<file path="config.mk">
export PLATFORM = sky130hd
export DESIGN_NAME = evsched_top
export DESIGN_NICKNAME = d
export VERILOG_FILES = /design/src/rtl/evsched_pkg.sv /design/src/rtl/evsched_freepick.sv /design/src/rtl/evsched_head.sv /design/src/rtl/evsched_place.sv /design/src/rtl/evsched_top.sv
export SDC_FILE = /design/constraint.sdc
export NUM_CORES = 1
export LEC_CHECK = 0
export BUFFER_PORTS_ARGS = -buffer_cell sky130_fd_sc_hd__buf_4
export CORE_ASPECT_RATIO = 1.25
export CORE_MARGIN = 2
export CORE_UTILIZATION = 25
export CTS_CLUSTER_SIZE = 30
export DETAILED_ROUTE_END_ITERATION = 7
export GPL_TIMING_DRIVEN = 0
export HOLD_SLACK_MARGIN = 0.02
export PLACE_DENSITY = 0.35
export SYNTH_ARGS = -nofsm -noshare
export SYNTH_HDL_FRONTEND = slang
export SYNTH_HIERARCHICAL = 1
export SYNTH_SLANG_ARGS = --single-unit
</file>
<file path="constraint.sdc">
create_clock -name clk -period 9.07 [get_ports clk]
set_input_delay 0.907 -clock clk [delete_from_list [all_inputs] [get_ports clk]]
set_output_delay 0.907 -clock clk [all_outputs]
set_load 0.05 [all_outputs]
</file>
<file path="src/rtl/evsched_pkg.sv">
// Shared types for the event scheduler.
package evsched_pkg;
    localparam int WEIGHT_W = 8;
    typedef logic [WEIGHT_W-1:0] weight_t;
endpackage

</file>
<file path="src/rtl/evsched_freepick.sv">
// Finds the lowest free slot among the busy flags of one bucket.
// Assumes: SLOTS >= 2.
module evsched_freepick #(
    parameter int SLOTS = 2,
    localparam int SL_W = $clog2(SLOTS)
) (
    input  logic [SLOTS-1:0] busy,
    output logic             found,
    output logic [SL_W-1:0]  slot
);
    // Priority scan: lowest free index wins
    always_comb begin
        found = 1'b0;
        slot  = '0;
        for (int i = SLOTS - 1; i >= 0; i--) begin
            if (!busy[i]) begin
                found = 1'b1;
                slot  = SL_W'(i);
            end
        end
    end
endmodule

</file>
<file path="src/rtl/evsched_head.sv">
// Read head: slot pointer within the current bucket plus the group counter.
// Assumes: SLOTS and NBUCK are powers of two; the bucket is group mod NBUCK.
module evsched_head #(
    parameter int NBUCK = 8,
    parameter int SLOTS = 2,
    parameter int GRP_W = 14,
    localparam int BK_W = $clog2(NBUCK),
    localparam int SL_W = $clog2(SLOTS)
) (
    input  logic             clk,
    input  logic             rst_n,
    input  logic             adv,
    output logic [SL_W-1:0]  hd_slot,
    output logic [GRP_W-1:0] hd_grp,
    output logic [BK_W-1:0]  hd_bucket
);
    // Step the slot each running cycle; wrap into the next group
    always_ff @(posedge clk) begin
        if (!rst_n) begin
            hd_slot <= '0;
            hd_grp  <= '0;
        end else if (adv) begin
            if (hd_slot == SL_W'(SLOTS - 1)) begin
                hd_slot <= '0;
                hd_grp  <= hd_grp + 1'b1;
            end else begin
                hd_slot <= hd_slot + 1'b1;
            end
        end
    end

    assign hd_bucket = hd_grp[BK_W-1:0];


    head_hold_chk: assert property (@(posedge clk) disable iff (!rst_n)
        !adv |=> ($stable(hd_grp) && $stable(hd_slot)));


    grp_step_chk: assert property (@(posedge clk) disable iff (!rst_n)
        1'b1 |=> (hd_grp == $past(hd_grp) || hd_grp == $past(hd_grp) + 1'b1));
endmodule

</file>
<file path="src/rtl/evsched_place.sv">
// Chooses where an incoming event is stored: lowest free slot of the target
// bucket, else lowest free slot of the following bucket (a collision).
// If both are full the event is not written.
module evsched_place #(
    parameter int NBUCK = 8,
    parameter int SLOTS = 2,
    localparam int BK_W = $clog2(NBUCK),
    localparam int SL_W = $clog2(SLOTS)
) (
    input  logic             src_v,
    input  logic [BK_W-1:0]  tgt_bk,
    input  logic [SLOTS-1:0] busy_tgt,
    input  logic [SLOTS-1:0] busy_nxt,
    output logic             wr_en,
    output logic [BK_W-1:0]  wr_bk,
    output logic [SL_W-1:0]  wr_sl,
    output logic             coll
);
    logic            f_t, f_n;
    logic [SL_W-1:0] s_t, s_n;

    evsched_freepick #(.SLOTS(SLOTS)) u_pick_t (.busy(busy_tgt), .found(f_t), .slot(s_t));
    evsched_freepick #(.SLOTS(SLOTS)) u_pick_n (.busy(busy_nxt), .found(f_n), .slot(s_n));

    // Select target or spill bucket and flag the spill
    always_comb begin
        wr_en = 1'b0;
        wr_bk = tgt_bk;
        wr_sl = s_t;
        coll  = 1'b0;
        if (src_v) begin
            if (f_t) begin
                wr_en = 1'b1;
            end else begin
                coll  = 1'b1;
                wr_bk = tgt_bk + 1'b1;
                wr_sl = s_n;
                wr_en = f_n;
            end
        end
    end
endmodule

</file>
<file path="src/rtl/evsched_top.sv">
// Cyclic event scheduler. One slot is read per running cycle; a due event
// emits (lane, weight, index) one register later and is rescheduled by its
// step into the bucket of its new group. Loads are accepted only while paused.
// Assumes: 2*LANES <= step and the new group is at most NBUCK-2 groups ahead.
module evsched_top #(
    parameter int LANES  = 4,
    parameter int NBUCK  = 8,
    parameter int SLOTS  = 2,
    parameter int IDX_W  = 16,
    parameter int P_W    = 8,
    parameter int COLL_W = 16,
    localparam int LS    = $clog2(LANES),
    localparam int BK_W  = $clog2(NBUCK),
    localparam int SL_W  = $clog2(SLOTS),
    localparam int AD_W  = BK_W + SL_W,
    localparam int NENT  = NBUCK * SLOTS,
    localparam int GRP_W = IDX_W - LS
) (
    input  logic                     clk,
    input  logic                     rst_n,
    input  logic                     run,
    input  logic                     ld_en,
    input  logic [P_W-1:0]           ld_p,
    input  logic [IDX_W-1:0]         ld_a,
    input  evsched_pkg::weight_t     ld_w,
    output logic                     out_valid,
    output logic [LS-1:0]            out_lane,
    output evsched_pkg::weight_t     out_w,
    output logic [IDX_W-1:0]         out_idx,
    output logic [COLL_W-1:0]        coll_cnt
);
    import evsched_pkg::*;

    // Event storage
    logic [NENT-1:0]  mem_v;
    logic [P_W-1:0]   mem_p [NENT];
    logic [IDX_W-1:0] mem_a [NENT];
    weight_t          mem_w [NENT];

    logic [SL_W-1:0]  hd_slot;
    logic [GRP_W-1:0] hd_grp;
    logic [BK_W-1:0]  hd_bucket;

    evsched_head #(.NBUCK(NBUCK), .SLOTS(SLOTS), .GRP_W(GRP_W)) u_head (
        .clk(clk), .rst_n(rst_n), .adv(run),
        .hd_slot(hd_slot), .hd_grp(hd_grp), .hd_bucket(hd_bucket)
    );

    // Read side
    logic [AD_W-1:0]  rd_addr;
    logic             rd_v, due, emit;
    logic [IDX_W-1:0] rd_a, nxt_a;
    assign rd_addr = {hd_bucket, hd_slot};
    assign rd_v    = mem_v[rd_addr];
    assign rd_a    = mem_a[rd_addr];
    assign due     = rd_v && (rd_a[IDX_W-1:LS] <= hd_grp);
    assign emit    = run && due;
    assign nxt_a   = rd_a + IDX_W'(mem_p[rd_addr]);

    // Source of the write: rescheduled event while running, load while paused
    logic             src_v;
    logic [IDX_W-1:0] src_a;
    logic [P_W-1:0]   src_p;
    weight_t          src_w;
    always_comb begin
        if (run) begin
            src_v = emit;
            src_a = nxt_a;
            src_p = mem_p[rd_addr];
            src_w = mem_w[rd_addr];
        end else begin
            src_v = ld_en;
            src_a = ld_a;
            src_p = ld_p;
            src_w = ld_w;
        end
    end

    // Per-bucket busy flags
    logic [SLOTS-1:0] bk_busy [NBUCK];
    for (genvar b = 0; b < NBUCK; b++) begin : g_busy
        assign bk_busy[b] = mem_v[b*SLOTS +: SLOTS];
    end

    logic [BK_W-1:0] tgt_bk, nxt_bk, wr_bk;
    logic [SL_W-1:0] wr_sl;
    logic            wr_en, coll;
    logic [AD_W-1:0] wr_addr;
    assign tgt_bk  = src_a[LS +: BK_W];
    assign nxt_bk  = tgt_bk + 1'b1;
    assign wr_addr = {wr_bk, wr_sl};

    evsched_place #(.NBUCK(NBUCK), .SLOTS(SLOTS)) u_place (
        .src_v(src_v), .tgt_bk(tgt_bk),
        .busy_tgt(bk_busy[tgt_bk]), .busy_nxt(bk_busy[nxt_bk]),
        .wr_en(wr_en), .wr_bk(wr_bk), .wr_sl(wr_sl), .coll(coll)
    );

    // Valid flags: free the consumed slot, then claim the written one
    always_ff @(posedge clk) begin
        if (!rst_n) begin
            mem_v <= '0;
        end else begin
            if (emit)  mem_v[rd_addr] <= 1'b0;
            if (wr_en) mem_v[wr_addr] <= 1'b1;
        end
    end

    // Event payload write
    always_ff @(posedge clk) begin
        if (wr_en) begin
            mem_p[wr_addr] <= src_p;
            mem_a[wr_addr] <= src_a;
            mem_w[wr_addr] <= src_w;
        end
    end

    // Contribution register toward the pipeline
    always_ff @(posedge clk) begin
        if (!rst_n) begin
            out_valid <= 1'b0;
            out_lane  <= '0;
            out_w     <= '0;
            out_idx   <= '0;
        end else begin
            out_valid <= emit;
            out_lane  <= rd_a[LS-1:0];
            out_w     <= mem_w[rd_addr];
            out_idx   <= rd_a;
        end
    end

    // Spill counter
    always_ff @(posedge clk) begin
        if (!rst_n)    coll_cnt <= '0;
        else if (coll) coll_cnt <= coll_cnt + 1'b1;
    end


    paused_quiet_chk: assert property (@(posedge clk) disable iff (!rst_n)
        !run |=> !out_valid);


    not_early_chk: assert property (@(posedge clk) disable iff (!rst_n)
        out_valid |-> (out_idx[IDX_W-1:LS] <= $past(hd_grp)));


    free_slot_chk: assert property (@(posedge clk) disable iff (!rst_n)
        (wr_en && !(emit && rd_addr == wr_addr)) |-> !mem_v[wr_addr]);


    coll_step_chk: assert property (@(posedge clk) disable iff (!rst_n)
        1'b1 |=> (coll_cnt == $past(coll_cnt) || coll_cnt == $past(coll_cnt) + 1'b1));
endmodule

</file>
==> qor.log, run 1 <==
qor: status.status completed
qor: worst_setup_path.path_class flip-flop to flip-flop
qor: clock_tree.clk_transition_reported_paths 0.06 ns
qor: synth.synthesis.nets 1,335
qor: place.numPlacedInstances 2,687
qor: layout.num-fill-cells 9,316
qor: worst_setup_path.crit_chain clkdlybuf4s15_1, clkbuf_1, mux4_2, ha_1, inv_1, fa_1, nor2b_1, nor3_1, a21oi_1, inv_1, ha_1, xnor2_4, mux2i_1, mux4_2, inv_1, nor2b_4, mux2_2, nand2b_1, nor2_4, buf_16, buf_12
qor: pwr.fin_total_pwr 6.61 mW
qor: worst_setup_path.timing.critical_path.slowest_cell_delay 0.86 ns
qor: worst_setup_path.cp_data_required_time 9.37 ns
qor: min_path.worstHoldPathCells 2
qor: clock_tree.clock_tree.htree_level_count 3
qor: routing.drt-total-wl 72,700 µm
qor: pwr.worst_case_vdd_ir_drop 121 µV
qor: place.portBuffers 78
qor: sta.final.setup.worst_slack 0.661 ns
qor: sta.finalHoldWorstSlack 0.486 ns
qor: place.dpl_cell_area 27,100 µm²
qor: worst_setup_path.arrival 8.71 ns
qor: pwr.power_dens_cells 227 nW/µm²
qor: synth.distinct_cell_type_count_of_the_synthesized_netlist 61
qor: sta.timing.slew.headroom 9.71%
qor: sta.setup_total_negative_slack 0 ns
qor: synth.netlist_area 24,000 µm²
qor: min_path.min_to u_head/hd_grp[13]
qor: die.i_o_pin_total 79
qor: die.core_region_area 95,500 µm²
qor: global_routing.global_route.overflow_total 0
qor: synth.synth-async-reset-ratio 0%
qor: clock_tree.postCtsSetupBuffers 0
qor: die.die_height 350 µm
qor: sta.pins_over_their_slew_limit 0
qor: worst_setup_path.worst-path-max-fanout 21
qor: worst_setup_path.ff2ff_setup_slack 0.66 ns
qor: worst_setup_path.crit_path_slowest_cell clkdlybuf4s15_1
qor: worst_setup_path.critPathCaptureType flip-flop
qor: die.die_width 281 µm
qor: worst_setup_path.worst_setup_path_start_kind flip-flop
qor: layout.drive_gt1_share 29.0%
qor: synth.synth-edff-count 512
qor: clock_tree.clkSinkCount 584
qor: routing.detail_route.first_pass.iterations 5
qor: routing.num_vias 12,600
qor: place.gpl.final_weighted_congestion 0.742
qor: clock_tree.insertion_delay 0.62 ns
qor: synth.netlist_instances 1,272
qor: clock_tree.numCtsBuffers 66
qor: synth.synth-seq-area-share 70.1%
qor: pwr.p_leak 9.35 nW
qor: layout.area_of_the_multi_input_gates 6770 µm²
qor: layout.final_nets 1,528
qor: place.dp_worst_setup_slack 0.311 ns
qor: sta.finalHoldViolCount 0
qor: routing.ant_nets 0
qor: layout.antenna-diode-count 0
qor: synth.synth-main-ff-cell edfxtp_1
qor: sta.setup_violations 0
qor: clock_tree.maximum_clock_path_buffer_count 3
qor: synth.synth-seq-cells 584
qor: worst_setup_path.crit-reg2reg-capture mem_p[14][0]
qor: sta.rsz0062_at_grt false
qor: sta.max_slew.worst_pin.slew 1.35 ns
qor: synth.yosysWarnings 6
qor: min_path.min-delay-path-class flip-flop to flip-flop
qor: layout.most_common_library_cell_in_the_layout_ignoring_fill_and_taps edfxtp_1
qor: global_routing.grt_max_degree 28
qor: routing.drtIter0Drc 833
qor: layout.most-common-layout-cells edfxtp_1 (512), mux4_2 (140), buf_4 (85), dfxtp_1 (72), clkbuf_16 (69)
qor: layout.regArea 16,800 µm²
qor: layout.finalInstanceArea 29,200 µm²
qor: global_routing.grt_antenna_before_repair 2
qor: layout.instances_no_fill 2,805
qor: sta.max_freq 119 MHz
qor: sta.final_period_minus_worst_setup_slack 8.41 ns
qor: routing.drc 0
qor: worst_setup_path.critPathBufInv 7
qor: worst_setup_path.worstRegToRegCells 21
qor: worst_setup_path.cp_top_family buffers and inverters
qor: die.rows 127
qor: global_routing.grt_pass1_vias 13,400
qor: layout.area.growth.synth_to_final 21.6%
qor: routing.post_drt_via_cell_ratio 4.49
qor: worst_setup_path.rr_startpoint u_head/hd_grp[2]
qor: sta.timing.clock.skew 0.0323 ns
qor: global_routing.grt_pass1_wl 103,000 µm
qor: flow_run.drv_cap 0
qor: worst_setup_path.timing.critical_path.mode_cell inv_1
qor: die.effective_utilization_at_floorplan 25.1%
qor: synth.syn_avg_cell_area 18.9 µm²
qor: min_path.min_from u_head/hd_grp[13]
qor: global_routing.grt_use_total 15.0%
qor: layout.final_core_occ 30.6%
qor: clock_tree.clock-root-buffer clkbuf_16
qor: routing.routed_wire_length_per_instance 25.9 µm
qor: die.design.die.area 98,500 µm²
qor: place.hpwl 48,800 µm
qor: sta.finalCritPeriodShare 92.7%
qor: clock_tree.tritoncts_clock_tree done
-- Yosys cell counts, types with 14 or more instances --
cell type / number / area share [%]
inv_1: 31 / 0.49
and2_1: 43 / 1.1
xnor2_1: 25 / 0.91
mux4_2: 140 / 13
edfxtp_1: 512 / 64
clkbuf_1: 27 / 0.42
dfxtp_1: 72 / 6.0
o21ai_0: 27 / 0.56
mux2_2: 19 / 0.89
nand2_1: 51 / 0.80
a21oi_1: 43 / 0.90
mux2i_1: 15 / 0.63
ha_1: 26 / 1.4
a22oi_1: 14 / 0.44
nor2_1: 50 / 0.78
mux4_1: 20 / 2.2
-- report_power, final --
group	total, mW	internal [mW]	switching [mW]
Clock	2.60	1.51	1.09
Combinational	0.885	0.331	0.554
Sequential	3.13	3.11	0.0231
Total	6.61	4.95	1.67
-- cell type report --
type	instances	share of cell area, %
sequential	584	57.6
multi-input combinational	596	23.2
clock buffer	87	6.15
tap	1290	5.53
timing repair buffer	125	4.77
buffer	60	1.39
clock inverter	31	0.892
inverter	32	0.412
-- cells by family after synthesis --
group | after synthesis | share of synthesized area [%]
mux | 201 | 17.3
buf+inv | 92 | 2.14
compound gates | 115 | 2.93
xor+xnor | 31 | 1.21
fa+ha+maj | 27 | 1.44
simple gates | 222 | 4.88
flops | 584 | 70.1
-- worst max path at each step --
| stage | from | cells past startpoint | slack, ns | to |
|---|---|---|---|---|
| 2_1_floorplan | u_head/hd_slot | 23 | 1.13 | mem_v[0] |
| 3_3_place_gp | u_head/hd_grp[2] | 20 | -5.72 | mem_v[10] |
| 3_5_place_dp | u_head/hd_grp[2] | 22 | 0.31 | mem_p[0][6] |
| 4_1_cts | u_head/hd_grp[2] | 22 | 0.27 | mem_p[0][6] |
| 5_1_grt | u_head/hd_grp[0] | 24 | 0.15 | mem_p[0][6] |
| 6_report | u_head/hd_grp[2] | 21 | 0.66 | mem_p[14][0] |
-- worst register-to-register path: cells and delay by family, from the launching register on --
kind	cells	cell delay, ns
XOR/XNOR	1	0.38
AND/OR/NAND/NOR	5	1.28
buffers and inverters	7	2.85
adder cells (fa/ha/maj)	3	1.01
flip-flops	1	0.60
multiplexers	4	1.48
AO/OA/AOI/OAI	1	0.44
-- routing by layer --
layer | track usage [%] | part of all wire (%) | wire (µm)
met2 | 26.1 | 51 | 36900
met4 | 5.03 | 2.5 | 1800
met5 | 0 | 0 | 0
met1 | 19.3 | 44 | 31800
met3 | 1.91 | 3.1 | 2260
-- flip-flops by register name, summed over array words and instances (netlist names) --
register	cells
out_w	8
mem_w	128
out_valid	1
u_head/hd_grp	14
mem_p	128
mem_a	256
out_lane	1
mem_v	16
coll_cnt	16
out_idx	15
u_head/hd_slot	1
-- timing repair --
item,CTS,global route
resized for setup,0,5
hold buffers,0,0
setup endpoints to repair,0,7
No activity file was read; power rests on OpenSTA's default activity.
==> inputs of run 2 (changes only) <==
--- a/config.mk
+++ b/config.mk
@@ -11,7 +11,6 @@
 export CORE_UTILIZATION = 25
 export CTS_CLUSTER_SIZE = 30
 export DETAILED_ROUTE_END_ITERATION = 7
-export GPL_TIMING_DRIVEN = 0
 export HOLD_SLACK_MARGIN = 0.02
 export PLACE_DENSITY = 0.35
 export SYNTH_ARGS = -nofsm -noshare
==> constraint.sdc (replaced) <==
create_clock -name clk -period 9 [get_ports clk]
set_input_delay 0.9 -clock clk [delete_from_list [all_inputs] [get_ports clk]]
set_output_delay 0.9 -clock clk [all_outputs]
set_load 0.05 [all_outputs]
==> qor.log, run 2 (same netlist as run 1, synthesis figures left out) <==
qor: global_routing.grt_use_total 13.8% [was 15.0%]
qor: layout.most_common_library_cell_in_the_layout_ignoring_fill_and_taps edfxtp_1 [unchanged]
qor: layout.drive_gt1_share 29.2% [was 29.0%]
qor: sta.final_period_minus_worst_setup_slack 7.03 ns [was 8.41 ns]
qor: worst_setup_path.crit_path_slowest_cell nor2_4 [was clkdlybuf4s15_1]
qor: worst_setup_path.rr_startpoint u_head/hd_slot [was u_head/hd_grp[2]]
qor: place.portBuffers 78 [unchanged]
qor: sta.timing.clock.skew 0.0246 ns [was 0.0323 ns]
qor: global_routing.global_route.overflow_total 0 [unchanged]
qor: routing.detail_route.first_pass.iterations 5 [unchanged]
qor: pwr.comb_power_share 11.9% [was 13.4%]
qor: flow_run.drv_cap 0 [unchanged]
qor: clock_tree.clock-root-buffer clkbuf_16 [unchanged]
qor: global_routing.grt_antenna_before_repair 1 [was 2]
qor: layout.regMostFlops mem_a [unchanged]
qor: place.gpl.final_weighted_congestion 0.706 [was 0.742]
qor: routing.drc 0 [unchanged]
qor: sta.finalHoldWorstSlack 0.488 ns [was 0.486 ns]
qor: routing.post_drt_via_cell_ratio 4.47 [was 4.49]
qor: die.rows 127 [unchanged]
qor: sta.setup_total_negative_slack 0 ns [unchanged]
qor: global_routing.grt_pass1_wl 97,200 µm [was 103,000 µm]
qor: die.effective_utilization_at_floorplan 25.1% [unchanged]
qor: clock_tree.clkSinkCount 584 [unchanged]
qor: pwr.clock_power_share 41.6% [was 39.3%]
qor: worst_setup_path.worst-path-max-fanout 44 [was 21]
qor: min_path.min_from u_head/hd_grp[13] [unchanged]
qor: sta.finalHoldViolCount 0 [unchanged]
qor: clock_tree.cts_hold_buffers 0 [unchanged]
qor: pwr.power.sequential.fraction 46.5% [was 47.3%]
qor: worst_setup_path.critPathBufInv 4 [was 7]
qor: pwr.power_dens_cells 238 nW/µm² [was 227 nW/µm²]
qor: place.hpwl 40,100 µm [was 48,800 µm]
qor: pwr.worst_case_vdd_ir_drop 113 µV [was 121 µV]
qor: global_routing.grt_max_degree 67 [was 28]
qor: clock_tree.insertion_delay 0.62 ns [about the same]
qor: layout.final_nets 1,468 [was 1,528]
qor: clock_tree.numCtsBuffers 68 [was 66]
qor: clock_tree.maximum_clock_path_buffer_count 3 [unchanged]
qor: clock_tree.clock_tree.htree_level_count 3 [unchanged]
qor: worst_setup_path.worst_setup_path_start_kind flip-flop [unchanged]
qor: worst_setup_path.critical_path.startpoint u_head/hd_slot [was u_head/hd_grp[2]]
qor: die.die_height 350 µm [unchanged]
qor: routing.drt-total-wl 67,000 µm [was 72,700 µm]
qor: clock_tree.postCtsSetupBuffers 0 [unchanged]
qor: layout.largest_register_ff_count 256 [unchanged]
qor: pwr.net_switching_share_of_the_total_power 25.1% [was 25.2%]
qor: worst_setup_path.arrival 7.33 ns [was 8.71 ns]
qor: routing.drtIter0Drc 730 [was 833]
qor: sta.rsz0062_at_grt false [unchanged]
qor: layout.area_of_the_multi_input_gates 6770 µm² [about the same]
qor: worst_setup_path.crit_chain buf_12, mux4_2, mux4_2, ha_1, nor2b_1, nor3_1, a21oi_1, inv_1, ha_1, xnor2_4, mux2i_1, mux4_2, inv_1, nor2b_4, mux2_2, nand2_1, nor2_4, buf_4 [was clkdlybuf4s15_1, clkbuf_1, mux4_2, ha_1, inv_1, fa_1, nor2b_1, nor3_1, a21oi_1, inv_1, ha_1, xnor2_4, mux2i_1, mux4_2, inv_1, nor2b_4, mux2_2, nand2b_1, nor2_4, buf_16, buf_12]
qor: min_path.min-delay-path-class flip-flop to flip-flop [unchanged]
qor: routing.routed_wire_length_per_instance 24.4 µm [was 25.9 µm]
qor: layout.area.growth.synth_to_final 19.5% [was 21.6%]
qor: sta.finalCritPeriodShare 78.1% [was 92.7%]
qor: die.design.die.area 98,500 µm² [unchanged]
qor: pwr.p_leak 9.14 nW [was 9.35 nW]
qor: clock_tree.clk_transition_reported_paths 0.06 ns [about the same]
qor: worst_setup_path.timing.critical_path.slowest_cell_delay 0.74 ns [was 0.86 ns]
qor: status.status completed [unchanged]
qor: worst_setup_path.timing.critical_path.mode_cell mux4_2 [was inv_1]
qor: die.core_region_area 95,500 µm² [unchanged]
qor: worst_setup_path.path_class flip-flop to flip-flop [unchanged]
qor: worst_setup_path.ff2ff_setup_slack 1.97 ns [was 0.66 ns]
qor: pwr.cellInternalPower 5.10 mW [was 4.95 mW]
qor: layout.regArea 16,800 µm² [about the same]
qor: die.i_o_pin_total 79 [unchanged]
qor: sta.max_freq 142 MHz [was 119 MHz]
qor: global_routing.grt_pass1_vias 13,100 [was 13,400]
qor: sta.setup_violations 0 [unchanged]
qor: sta.max_slew.worst_pin.slew 1.28 ns [was 1.35 ns]
qor: routing.num_vias 12,300 [was 12,600]
qor: worst_setup_path.cp_data_required_time 9.30 ns [was 9.37 ns]
qor: worst_setup_path.cp_top_family multiplexers [was buffers and inverters]
qor: die.die_width 281 µm [unchanged]
qor: pwr.fin_total_pwr 6.81 mW [was 6.61 mW]
qor: layout.most-common-layout-cells edfxtp_1 (512), mux4_2 (140), buf_4 (112), clkbuf_16 (69), dfxtp_1 (68) [was edfxtp_1 (512), mux4_2 (140), buf_4 (85), dfxtp_1 (72), clkbuf_16 (69)]
qor: layout.num-fill-cells 9,362 [was 9,316]
qor: sta.pins_over_their_slew_limit 0 [unchanged]
qor: worst_setup_path.critPathCaptureType flip-flop [unchanged]
qor: clock_tree.tritoncts_clock_tree done [unchanged]
qor: sta.timing.slew.headroom 14.5% [was 9.71%]
qor: routing.ant_nets 0 [unchanged]
qor: clock_tree.cts_repair_resize_count 0 [unchanged]
qor: pwr.switching_power 1.71 mW [was 1.67 mW]
qor: layout.biggestRegsByFlops mem_a x256, mem_p x128, mem_w x128 [unchanged]
[run 2: changes by cell type in the layout (fill, tap and decap cells not counted), sizes merged]
cell,before,now
clkinvlp,1,5
clkinv,23,28
clkdlybuf4s15,2,0
inv,35,36
clkbuf,112,77
buf,158,123
diode,0,1
bufinv,4,8
[run 2: power by group through the flow]
stage | logic, mW | clock network, mW | registers (mW)
6_report | 0.811 | 2.83 | 3.17
5_1_grt | 0.888 | 3.04 | 3.18
4_1_cts | 0.838 | 2.94 | 3.17
3_5_place_dp | 0.836 | 0 | 3.23
3_3_place_gp | 0.837 | 0 | 3.23
2_1_floorplan | 0.511 | 0 | 3.24
[run 2: final cells by class]
cell class	instances	area share (%)
multi-input cells	596	23.6
diodes	1	0.00873
clock inverters	45	1.73
flip-flops and latches	584	58.7
inverters	32	0.419
clock buffers	77	6.20
well taps	1290	5.63
repair buffers	123	3.70
[run 2: worst paths after layout]
| path | to | cells past startpoint |
|---|---|---|
| max | mem_p[7][5] | 18 |
| min | u_head/hd_grp[13] | 2 |
| max reg2reg | mem_p[7][5] | 18 |
| min reg2reg | u_head/hd_grp[13] | 2 |
[run 2: per-stage QoR]
step                      instance area (µm²)  setup WS, ns  std cells  util (%)
after global routing                    28700          1.42       2747      30.0
after CTS                               28700          1.69       2747      30.0
after floorplan                         24000          1.06       1272         -
after global placement                  26400          1.87       2625      27.6
final                                   28700          1.97       2748      30.0
after detailed placement                26400          1.73       2625      27.6
[run 2: per-layer routing]
metal	track usage, %	up-vias	routed length (µm)
met5	0	-	13
met4	4.50	2	1500
met1	18.6	6569	30700
met3	2.29	87	2470
met2	22.7	231	32300
li1	-	5392	-
[run 2: tightest hold or removal path: cells and delay by family (launching register included)]
family	cells	cell delay, ns
and+or+nand+nor	1	0.05
DFF	1	0.32
muxes	1	0.06
==> inputs of run 3 (changes only) <==
==> constraint.sdc (replaced) <==
create_clock -name clk -period 6.9 [get_ports clk]
set_input_delay 0.69 -clock clk [delete_from_list [all_inputs] [get_ports clk]]
set_output_delay 0.69 -clock clk [all_outputs]
set_load 0.05 [all_outputs]
==> qor.log, run 3 (same netlist as run 1, synthesis figures left out) <==
qor: sta.final.setup.worst_slack 0.553 ns [was 1.97 ns]
qor: worst_setup_path.critPathBufInv 3 [was 4]
qor: worst_setup_path.worstRegToRegCells 16 [was 18]
qor: clock_tree.cts_hold_buffers 0 [unchanged]
qor: global_routing.grt_pass1_vias 13,200 [was 13,100]
qor: worst_setup_path.critPathCaptureType flip-flop [unchanged]
qor: sta.setup_violations 0 [unchanged]
qor: min_path.min_from u_head/hd_grp[13] [unchanged]
qor: clock_tree.tritoncts_clock_tree done [unchanged]
qor: flow_run.drv_cap 0 [unchanged]
qor: routing.detail_route.first_pass.iterations 7 [was 5]
qor: worst_setup_path.ff2ff_setup_slack 0.55 ns [was 1.97 ns]
qor: place.hpwl 41,800 µm [was 40,100 µm]
qor: pwr.comb_power_share 13.1% [was 11.9%]
qor: layout.largest_register_ff_count 256 [unchanged]
qor: pwr.power.sequential.fraction 48.5% [was 46.5%]
qor: die.die_width 281 µm [unchanged]
qor: status.status completed [unchanged]
qor: place.portBuffers 78 [unchanged]
qor: pwr.switching_power 2.17 mW [was 1.71 mW]
qor: sta.rsz0062_at_grt false [unchanged]
qor: routing.drt-total-wl 68,000 µm [was 67,000 µm]
qor: die.i_o_pin_total 79 [unchanged]
qor: layout.biggestRegsByFlops mem_a x256, mem_p x128, mem_w x128 [unchanged]
qor: routing.routed-wl-met2 33,000 µm [was 32,300 µm]
qor: worst_setup_path.worst_setup_path_start_kind flip-flop [unchanged]
qor: worst_setup_path.crit_path_slowest_cell o311ai_0 [was nor2_4]
qor: routing.route.met3.wl 2350 µm [was 2470 µm]
qor: die.effective_utilization_at_floorplan 25.1% [unchanged]
qor: clock_tree.insertion_delay 0.67 ns [was 0.62 ns]
qor: clock_tree.numCtsBuffers 61 [was 68]
qor: pwr.worst_case_vdd_ir_drop 204 µV [was 113 µV]
qor: sta.final_period_minus_worst_setup_slack 6.35 ns [was 7.03 ns]
qor: layout.most-common-layout-cells edfxtp_1 (512), mux4_2 (140), buf_4 (134), dfxtp_1 (68), clkbuf_16 (61) [was edfxtp_1 (512), mux4_2 (140), buf_4 (112), clkbuf_16 (69), dfxtp_1 (68)]
qor: routing.ant_nets 0 [unchanged]
qor: routing.post_drt_via_cell_ratio 4.50 [was 4.47]
qor: global_routing.grt_pass1_wl 98,000 µm [was 97,200 µm]
qor: place.dp_worst_setup_slack 0.512 ns [was 1.73 ns]
qor: routing.num_vias 12,400 [was 12,300]
qor: clock_tree.clkSinkCount 584 [unchanged]
qor: sta.finalHoldWorstSlack 0.475 ns [was 0.488 ns]
qor: clock_tree.clock-root-buffer clkbuf_16 [unchanged]
qor: worst_setup_path.timing.critical_path.slowest_cell_delay 0.63 ns [was 0.74 ns]
qor: worst_setup_path.path_class flip-flop to flip-flop [unchanged]
qor: clock_tree.clk_transition_reported_paths 0.07 ns [was 0.06 ns]
qor: pwr.net_switching_share_of_the_total_power 25.5% [was 25.1%]
qor: sta.finalCritPeriodShare 92.0% [was 78.1%]
qor: clock_tree.cts_repair_resize_count 0 [unchanged]
qor: worst_setup_path.depth_of_the_critical_timing_path_with_buffers_and_inverters_included 16 [was 18]
qor: place.gpl.final_weighted_congestion 0.719 [was 0.706]
qor: routing.drc 0 [unchanged]
qor: worst_setup_path.cp_top_family compound AO/OA/AOI/OAI gates [was multiplexers]
qor: global_routing.grt_use_total 13.9% [was 13.8%]
qor: layout.antenna-diode-count 0 [was 1]
qor: routing.top_signal_layer_used met4 [was met5]
qor: clock_tree.postCtsSetupBuffers 0 [unchanged]
qor: routing.routed_wire_length_per_instance 24.6 µm [was 24.4 µm]
qor: routing.route.layer.met1.wl 31,100 µm [was 30,700 µm]
qor: global_routing.grt_antenna_before_repair 1 [unchanged]
qor: layout.most_common_library_cell_in_the_layout_ignoring_fill_and_taps edfxtp_1 [unchanged]
qor: global_routing.grt_max_degree 67 [unchanged]
qor: routing.drtIter0Drc 804 [was 730]
qor: min_path.min_to u_head/hd_grp[13] [unchanged]
qor: clock_tree.maximum_clock_path_buffer_count 3 [unchanged]
qor: worst_setup_path.cp_data_required_time 7.20 ns [was 9.30 ns]
qor: layout.regMostFlops mem_a [unchanged]
qor: sta.setup_total_negative_slack 0 ns [unchanged]
qor: worst_setup_path.crit_chain buf_12, buf_4, mux4_2, mux4_2, ha_1, nand3_1, a21oi_1, o311ai_0, o211ai_1, a21oi_2, a21o_1, nand3b_1, xnor2_1, nand3_1, nor2_4, buf_4 [was buf_12, mux4_2, mux4_2, ha_1, nor2b_1, nor3_1, a21oi_1, inv_1, ha_1, xnor2_4, mux2i_1, mux4_2, inv_1, nor2b_4, mux2_2, nand2_1, nor2_4, buf_4]
qor: pwr.p_leak 9.14 nW [about the same]
qor: sta.timing.slew.headroom 17.5% [was 14.5%]
qor: pwr.power_dens_cells 297 nW/µm² [was 238 nW/µm²]
qor: worst_setup_path.crit-reg2reg-capture mem_a[15][3] [was mem_p[7][5]]
qor: min_path.min-delay-path-class flip-flop to flip-flop [unchanged]
qor: sta.max_slew.worst_pin.slew 1.24 ns [was 1.28 ns]
qor: clock_tree.clock_tree.htree_level_count 2 [was 3]
qor: sta.max_freq 158 MHz [was 142 MHz]
qor: layout.final_core_occ 30.0% [about the same]
qor: sta.timing.clock.skew 0.0320 ns [was 0.0246 ns]
qor: layout.final_nets 1,489 [was 1,468]
qor: min_path.worstHoldPathCells 2 [unchanged]
qor: die.rows 127 [unchanged]
qor: layout.drive_gt1_share 29.5% [was 29.2%]
qor: die.core_region_area 95,500 µm² [unchanged]
qor: layout.num-fill-cells 9,331 [was 9,362]
qor: sta.finalHoldViolCount 0 [unchanged]
qor: pwr.cellInternalPower 6.33 mW [was 5.10 mW]
qor: sta.pins_over_their_slew_limit 0 [unchanged]
qor: worst_setup_path.arrival 6.65 ns [was 7.33 ns]
qor: layout.area.growth.synth_to_final 19.4% [was 19.5%]
qor: worst_setup_path.worst-path-max-fanout 37 [was 44]
qor: worst_setup_path.rr_startpoint u_head/hd_slot [unchanged]
qor: pwr.clock_power_share 38.5% [was 41.6%]
qor: die.design.die.area 98,500 µm² [unchanged]
qor: global_routing.global_route.overflow_total 0 [unchanged]
qor: die.die_height 350 µm [unchanged]
run 3: changes by cell type in the layout (fill, tap and decap cells not counted), moves of 2 or more:
cell       delta
bufinv_16     -3
clkbuf_1      +8
buf_12        +6
clkbuf_16     -8
clkinv_1      +2
clkinv_2      -2
buf_4        +22
inv_16        -3
clkinv_8      -2
clkinv_16     +2
run 3: stage by stage:
step,cell area [µm²],std cells,total power [mW]
finish,28600,2767,8.50
floorplan,24000,1272,4.90
global route,28600,2767,8.86
CTS,28600,2767,8.66
global placement,26700,2653,5.33
detailed placement,26700,2653,5.34
run 3: worst max path at each step:
stage	from	endpoint
6_report	u_head/hd_slot	mem_a[15][3]
5_1_grt	u_head/hd_slot	mem_v[4]
4_1_cts	u_head/hd_slot	mem_p[3][7]
3_5_place_dp	u_head/hd_slot	mem_a[3][13]
3_3_place_gp	u_head/hd_slot	mem_v[3]
2_1_floorplan	u_head/hd_slot	mem_v[10]
run 3: per-layer routing:
| metal | track usage [%] | up-vias |
|---|---|---|
| met5 | 0 | - |
| met4 | 4.07 | 0 |
| met3 | 2.09 | 82 |
| met2 | 23.0 | 250 |
| met1 | 18.9 | 6686 |
| li1 | - | 5426 |
run 3: cell type report:
| cell class | instances | area [µm²] | area share (%) |
|---|---|---|---|
| clock buffers | 77 | 1610 | 5.61 |
| repair buffers | 151 | 1350 | 4.70 |
| flip-flops and latches | 584 | 16800 | 58.8 |
| clock inverters | 37 | 355 | 1.24 |
| multi-input cells | 596 | 6770 | 23.6 |
| well taps | 1290 | 1610 | 5.64 |
| inverters | 32 | 120 | 0.419 |
run 3: power groups by stage:
stage | clock [mW] | combinational (mW) | sequential, mW
finish | 3.27 | 1.11 | 4.12
global placement | 0 | 1.13 | 4.20
floorplan | 0 | 0.672 | 4.23
detailed placement | 0 | 1.14 | 4.20
global route | 3.52 | 1.21 | 4.13
CTS | 3.39 | 1.14 | 4.12
run 3: tightest hold or removal path, cell delays in order (launching register included):
cell and delay (ns):
dfxtp_1 0.32, nand2_1 0.05, mux2i_1 0.06
